===== src/rtl/msi_pkg.sv =====
package msi_pkg;
  function automatic logic [31:0] vec_of(input logic [15:0] off, input logic [31:0] data);
    return {18'd0, off[15:2]} | data;
  endfunction
endpackage


===== src/rtl/msi_win_decode.sv =====
module msi_win_decode #(
  parameter int WIN_IDX_W = 4,
  parameter int NUM_ENT   = 8,
  parameter int IRQ_W     = 16,
  localparam int ADDR_W   = WIN_IDX_W + 16
) (
  input  logic [ADDR_W-1:0]    addr,
  input  logic [31:0]          wdata,
  output logic [WIN_IDX_W-1:0] idx,
  output logic [IRQ_W-1:0]     vec,
  output logic                 in_range
);
  // 64 KiB per slot
  assign idx      = addr[ADDR_W-1:16];
  assign in_range = 32'(idx) < NUM_ENT;
  // both interrupt styles merge here
  assign vec      = IRQ_W'(msi_pkg::vec_of(addr[15:0], wdata));
endmodule


===== src/rtl/msi_base_file.sv =====
module msi_base_file #(
  parameter int NUM_ENT   = 8,
  parameter int IRQ_W     = 16,
  parameter int CNT_W     = 6,
  parameter int WIN_IDX_W = 4,
  localparam int SLOT_W   = (NUM_ENT > 1) ? $clog2(NUM_ENT) : 1
) (
  input  logic                 clk,
  input  logic                 rst_n,
  input  logic                 ld_en,
  input  logic [SLOT_W-1:0]    ld_idx,
  input  logic [IRQ_W-1:0]     ld_base,
  input  logic [CNT_W-1:0]     ld_count,
  input  logic [WIN_IDX_W-1:0] rd_idx,
  output logic [IRQ_W-1:0]     rd_base,
  output logic                 rd_used
);
  logic [IRQ_W-1:0] base_q [NUM_ENT];
  logic [CNT_W-1:0] cnt_q  [NUM_ENT];

  for (genvar i = 0; i < NUM_ENT; i++) begin : g_ent
    logic hit;
    assign hit = ld_en && (32'(ld_idx) == i);
    always_ff @(posedge clk) begin
      if (!rst_n) begin
        base_q[i] <= '0;
        cnt_q[i]  <= '0;
      end else if (hit) begin
        base_q[i] <= ld_base;
        cnt_q[i]  <= ld_count;
      end
    end
    // a load lands in the addressed slot on the next cycle
    a_r9_load_lands: assert property (@(posedge clk) disable iff (!rst_n)
      hit |=> (cnt_q[i] == $past(ld_count)) && (base_q[i] == $past(ld_base)));
  end

  // Read port sees pre-load contents
  always_comb begin
    rd_base = '0;
    rd_used = 1'b0;
    for (int k = 0; k < NUM_ENT; k++) begin
      if (32'(rd_idx) == k) begin
        rd_base = base_q[k];
        rd_used = cnt_q[k] != '0;
      end
    end
  end
endmodule


===== src/rtl/msi_pulse_stage.sv =====
module msi_pulse_stage #(
  parameter int IRQ_W = 16
) (
  input  logic             clk,
  input  logic             rst_n,
  input  logic             fire_ok,
  input  logic             fire_bad,
  input  logic             rd_fire,
  input  logic [IRQ_W-1:0] num_d,
  output logic             irq_valid,
  output logic [IRQ_W-1:0] irq_num,
  output logic             irq_err,
  output logic             rd_ack
);
  always_ff @(posedge clk) begin
    if (!rst_n) begin
      irq_valid <= 1'b0;
      irq_err   <= 1'b0;
      rd_ack    <= 1'b0;
      irq_num   <= '0;
    end else begin
      irq_valid <= fire_ok;
      irq_err   <= fire_bad;
      rd_ack    <= rd_fire;
      if (fire_ok) irq_num <= num_d;
    end
  end

  // a pulse is either good or an error, never both
  a_r4_pulse_or_err: assert property (@(posedge clk) disable iff (!rst_n)
    !(irq_valid && irq_err));
endmodule


===== src/rtl/msi_doorbell.sv =====
module msi_doorbell #(
  parameter int NUM_ENT   = 8,
  parameter int WIN_IDX_W = 4,
  parameter int IRQ_W     = 16,
  parameter int CNT_W     = 6,
  localparam int ADDR_W   = WIN_IDX_W + 16,
  localparam int SLOT_W   = (NUM_ENT > 1) ? $clog2(NUM_ENT) : 1
) (
  input  logic              clk,
  input  logic              rst_n,
  input  logic              acc_valid,
  input  logic              acc_write,
  input  logic [ADDR_W-1:0] acc_addr,
  input  logic [31:0]       acc_wdata,
  output logic              rd_ack,
  output logic [31:0]       rd_data,
  input  logic              cfg_load,
  input  logic [SLOT_W-1:0] cfg_idx,
  input  logic [IRQ_W-1:0]  cfg_base,
  input  logic [CNT_W-1:0]  cfg_count,
  output logic              irq_valid,
  output logic [IRQ_W-1:0]  irq_num,
  output logic              irq_err
);
  logic [WIN_IDX_W-1:0] dec_idx;
  logic [IRQ_W-1:0]     dec_vec;
  logic                 dec_in_range;
  logic [IRQ_W-1:0]     slot_base;
  logic                 slot_used;
  logic                 wr_fire, rd_fire, fire_ok, fire_bad;

  msi_win_decode #(.WIN_IDX_W(WIN_IDX_W), .NUM_ENT(NUM_ENT), .IRQ_W(IRQ_W)) dec_u (
    .addr(acc_addr), .wdata(acc_wdata), .idx(dec_idx), .vec(dec_vec), .in_range(dec_in_range));

  msi_base_file #(.NUM_ENT(NUM_ENT), .IRQ_W(IRQ_W), .CNT_W(CNT_W), .WIN_IDX_W(WIN_IDX_W)) file_u (
    .clk(clk), .rst_n(rst_n), .ld_en(cfg_load), .ld_idx(cfg_idx), .ld_base(cfg_base),
    .ld_count(cfg_count), .rd_idx(dec_idx), .rd_base(slot_base), .rd_used(slot_used));

  assign wr_fire  = acc_valid && acc_write;
  assign rd_fire  = acc_valid && !acc_write;
  assign fire_ok  = wr_fire && dec_in_range && slot_used;
  assign fire_bad = wr_fire && !(dec_in_range && slot_used);
  assign rd_data  = '0;

  msi_pulse_stage #(.IRQ_W(IRQ_W)) out_u (
    .clk(clk), .rst_n(rst_n), .fire_ok(fire_ok), .fire_bad(fire_bad), .rd_fire(rd_fire),
    .num_d(slot_base + dec_vec), .irq_valid(irq_valid), .irq_num(irq_num),
    .irq_err(irq_err), .rd_ack(rd_ack));

  a_r4_pulse_needs_write: assert property (@(posedge clk) disable iff (!rst_n)
    irq_valid |-> $past(acc_valid && acc_write));
  a_r5_out_of_range_err: assert property (@(posedge clk) disable iff (!rst_n)
    (wr_fire && !dec_in_range) |=> (irq_err && !irq_valid));
  a_r7_read_quiet: assert property (@(posedge clk) disable iff (!rst_n)
    rd_fire |=> (rd_ack && !irq_valid && !irq_err));
  a_r2_slot_in_table: assert property (@(posedge clk) disable iff (!rst_n)
    irq_valid |-> (32'($past(acc_addr[ADDR_W-1:16])) < NUM_ENT));
endmodule


===== config.mk =====
export PLATFORM = sky130hd
export DESIGN_NAME = msi_doorbell
export DESIGN_NICKNAME = d
export VERILOG_FILES = /design/src/rtl/msi_pkg.sv /design/src/rtl/msi_win_decode.sv /design/src/rtl/msi_base_file.sv /design/src/rtl/msi_pulse_stage.sv /design/src/rtl/msi_doorbell.sv
export SDC_FILE = /design/constraint.sdc
export NUM_CORES = 1
export LEC_CHECK = 0
export BUFFER_PORTS_ARGS = -buffer_cell sky130_fd_sc_hd__buf_2
export CAP_MARGIN = 5
export CORE_ASPECT_RATIO = 1.5
export CORE_UTILIZATION = 52
export CTS_CLUSTER_SIZE = 12
export DETAILED_ROUTE_END_ITERATION = 8
export MAX_ROUTING_LAYER = met4
export PLACE_DENSITY = 0.76
export SLEW_MARGIN = 30
export SYNTH_ARGS = -nofsm -noshare
export SYNTH_HDL_FRONTEND = slang
export SYNTH_HIERARCHICAL = 1
export SYNTH_SLANG_ARGS = --single-unit

===== constraint.sdc =====
create_clock -name clk -period 2.7 [get_ports clk]
set_input_delay 0 -clock clk [delete_from_list [all_inputs] [get_ports clk]]
set_output_delay 0 -clock clk [all_outputs]
set_load 0.02 [all_outputs]

==> flow_summary.ini <==
[critical_path]
startpoint = file_u/base_q[0][48]$_SDFFCE_PN0P_
critical_path_required_ns = 3.03
worstPathMaxFanout = 3
critical_path_arrival_ns = 3.05
crit_chain = a222oi_1, a31oi_1, ha_2, fa_2, a21o_1, a31o_1, a21oi_2, o21ai_1, xor2_1, mux2i_1, nor2b_1
max_stage_delay_ns = 0.39
r2r_setup_slack_ns = -0.01
reg2reg_depth = 11
cp-start-kind = flip-flop
r2r-start = file_u/base_q[0][48]$_SDFFCE_PN0P_
endpoint = out_u/irq_num[14]$_SDFFE_PN0P_
r2r_end = out_u/irq_num[14]$_SDFFE_PN0P_
endpoint_kind = flip-flop
crit_slowest_cell = edfxtp_1
crit_type = reg -> reg

[outcome]
violations = setup timing
outcome = finished, violations left

[synthesis]
netlist_area_sq_mm = 0.009671
synth_cell_types = 60
syn_inst = 783
ys.flop_type = edfxtp_1
synth-async-reset-ratio = 0
syn_avg_cell_area_sq_um = 12.35
ys_seq_area_frac = 0.5858
synth-seq-cells = 195
synth_warnings = 6
synth_edf_count = 176

[timing]
max_freq_mhz = 368.4
rsz0062_at_grt = true
finalCritPeriodShare = 1.005
fin_crit_ns = 2.714
slew_viol_final = 0
worst_pin_slew_ns = 0.7505
hold_viol = 0
setup_viol = 2
layout_setup_ws_ns = -0.01408
finClkSkew_ns = 0.009009
fin_setup_tns_ns = -0.01820
maxSlewHeadroom = 0.4978

[route]
first_iter_violations = 423
drcViolationCount = 0
ant_nets = 0
via_count = 6566
via_per_inst = 5.426
dr.pass1.iters = 6
finalWirelength_um = 22330
wl_per_cell_um = 18.46

[finish]
final_nets = 1047
n_fill_cell = 1392
fin_util = 0.6446
drive_gt1_frac = 0.2370
antenna_cells = 0
final_cells = 1210
stdcell_area_sq_mm = 0.01166
area_delta_synth_final_pct = 20.60

[global_route]
grt.total_usage = 0.2513
grt_pass1_wl_um = 34300
grt_max_degree = 25
grt_antenna_before_repair = 0
grt_pass1_vias = 6454
grt-ovfl-total = 0

[floorplan]
die-width_um = 113.3
coreArea_sq_mm = 0.01809
rows = 60
dieArea_sq_mm = 0.01916
initial_utilization = 0.5345
design.portCount = 133
fp.dieH_um = 169.0

[placed_design]
placedInstanceArea_sq_mm = 0.01071
dp.cells = 1147
io_buffers = 82
globalplace.congestion = 0.9124
dp_hpwl_um = 15410

[cts]
clk_pin_slew_worst_paths_ns = 0.08
cts_buffer_depth = 2
clk_latency_ns = 0.44
cts_tree = yes
cts.sinks = 195
cts_root_buf = clkbuf_16
cts_made_buffers = 17
htree_num_levels = 4

[hold_path]
min-delay-path-class = in -> reg
holdPathStages = 5

[job]
maxCapViolCount = 0

[power_and_ir_drop]
p_per_area_mw_per_mm2 = 614.4
p_leak_nw = 4.513
ir_worst_vdd_mv = 0.4340
[through the flow]
stage | setup slack [ns] | hold WS [ns] | power [mW]
global route | -0.07652 | 0.1495 | 7.403
detailed placement | -0.3267 | 0.3141 | 4.578
finish | -0.01408 | 0.1057 | 7.165
global placement | -0.2483 | 0.3163 | 4.549
CTS | -0.03327 | 0.09465 | 7.189
floorplan | 0.02940 | 0.1282 | 4.209
[synth_stat cells, drive strengths merged (2+ instances only)]
cell type    n  area share
o21ai       27       0.014
or4          5      0.0039
nand2       11      0.0045
nand3b       2      0.0016
clkbuf      26       0.010
a31oi       18       0.013
o31ai        4      0.0036
o21bai       2      0.0016
and2       197        0.13
xnor2        7      0.0063
nor4         5      0.0048
nor3        10      0.0052
edfxtp     176        0.55
xor2         6      0.0054
o21a         3      0.0023
nor2        32       0.013
mux2i       33       0.034
a21o         7      0.0056
nor2b       34       0.022
a221o        2      0.0021
dfxtp       19       0.039
inv          3      0.0012
or2         14      0.0091
buf         52       0.043
nand3        6      0.0031
ha          15       0.019
nand2b       3      0.0019
a21oi       15      0.0078
a211oi      18       0.014
a222oi      16       0.017
[where the power goes]
group / switching [mW] / internal, mW / total, mW
registers: 0.0543 / 3.47 / 3.53
clock network: 1.19 / 1.41 / 2.60
logic: 0.575 / 0.463 / 1.04
[routing by layer]
layer	GRT usage	routed length, um	vias up
li1	-	-	3104
met1	0.2696	8101	3152
met2	0.4577	12350	262
met3	0.03222	1232	48
met4	0.1156	647	0
met5	-	0	-
[state kept, by name, indices dropped and copies added, names as in the netlist]
signal	cells
out_u/irq_valid	1
out_u/irq_num	16
out_u/irq_err	1
file_u/cnt_q	48
file_u/base_q	128
out_u/rd_ack	1
[area by class of cell]
cell class	count	area [sq um]	area share
well taps	248	310.3	0.02661
flip-flops and latches	195	5665	0.4858
inverters	3	11.26	0.0009656
repair buffers	194	1359	0.1165
multi-input cells	538	3696	0.3169
clock inverters	15	195.2	0.01674
clock buffers	17	425.4	0.03648
[kinds of logic (layout without fill, tap and decap cells)]
| family | Yosys count | in the layout | share of synthesized area |
|---|---|---|---|
| AOI/OAI and AO/OA | 121 | 121 | 0.09031 |
| xor gates and xnor gates | 13 | 13 | 0.01177 |
| adders and majority gates | 16 | 16 | 0.02148 |
| buffers and inverters | 81 | 229 | 0.05382 |
| DFF | 195 | 195 | 0.5858 |
| muxes | 33 | 33 | 0.03416 |
| other | 1 | 32 | 0.0003878 |
| and+or+nand+nor | 323 | 323 | 0.2022 |
[worst min path at each step]
| stage | startpoint | slack, ns | end |
|---|---|---|---|
| final | acc_addr[2] | 0.11 | out_u/irq_num[0]$_SDFFE_PN0P_ |
| after global routing | acc_addr[2] | 0.15 | out_u/irq_num[0]$_SDFFE_PN0P_ |
| after CTS | acc_addr[2] | 0.09 | out_u/irq_num[0]$_SDFFE_PN0P_ |
| after detailed placement | acc_write | 0.31 | out_u/rd_ack$_SDFF_PN0_ |
| after global placement | acc_write | 0.32 | out_u/rd_ack$_SDFF_PN0_ |
| after floorplan | rst_n | 0.13 | out_u/irq_num[0]$_SDFFE_PN0P_ |
[worst max-delay path: cells and delay by family (launching register included)]
| kind | cells | cell delay, ns |
|---|---|---|
| muxes | 1 | 0.13 |
| DFF | 1 | 0.39 |
| AOI/OAI and AO/OA | 6 | 1.33 |
| and+or+nand+nor | 1 | 0.05 |
| adders and majority gates | 2 | 0.55 |
| xor gates and xnor gates | 1 | 0.15 |
[placed cells by master, fill, tap and decap left out, drive strengths merged, types with 2 or more instances in the layout]
cell | Yosys | routed
and2 | 197 | 197
edfxtp | 176 | 176
buf | 52 | 166
nor2b | 34 | 34
mux2i | 33 | 33
conb | 1 | 32
nor2 | 32 | 32
dlygate4sd3 | 0 | 28
o21ai | 27 | 27
dfxtp | 19 | 19
a211oi | 18 | 18
a31oi | 18 | 18
clkbuf | 26 | 17
a222oi | 16 | 16
a21oi | 15 | 15
ha | 15 | 15
or2 | 14 | 14
nand2 | 11 | 11
nor3 | 10 | 10
inv | 3 | 10
xnor2 | 7 | 7
a21o | 7 | 7
nand3 | 6 | 6
xor2 | 6 | 6
or4 | 5 | 5
nor4 | 5 | 5
clkinv | 0 | 5
o31ai | 4 | 4
o21a | 3 | 3
nand2b | 3 | 3
a221o | 2 | 2
o21bai | 2 | 2
nand3b | 2 | 2
bufinv | 0 | 2
[repair_timing]
item	in CTS	in global routing
endpoints found under the setup margin	5	8
setup buffers	1	2
pin swaps	9	9
hold buffers	28	0
resized for setup	3	5
endpoints found under the hold margin	174	0
No activity file was read; power rests on OpenSTA's default activity.
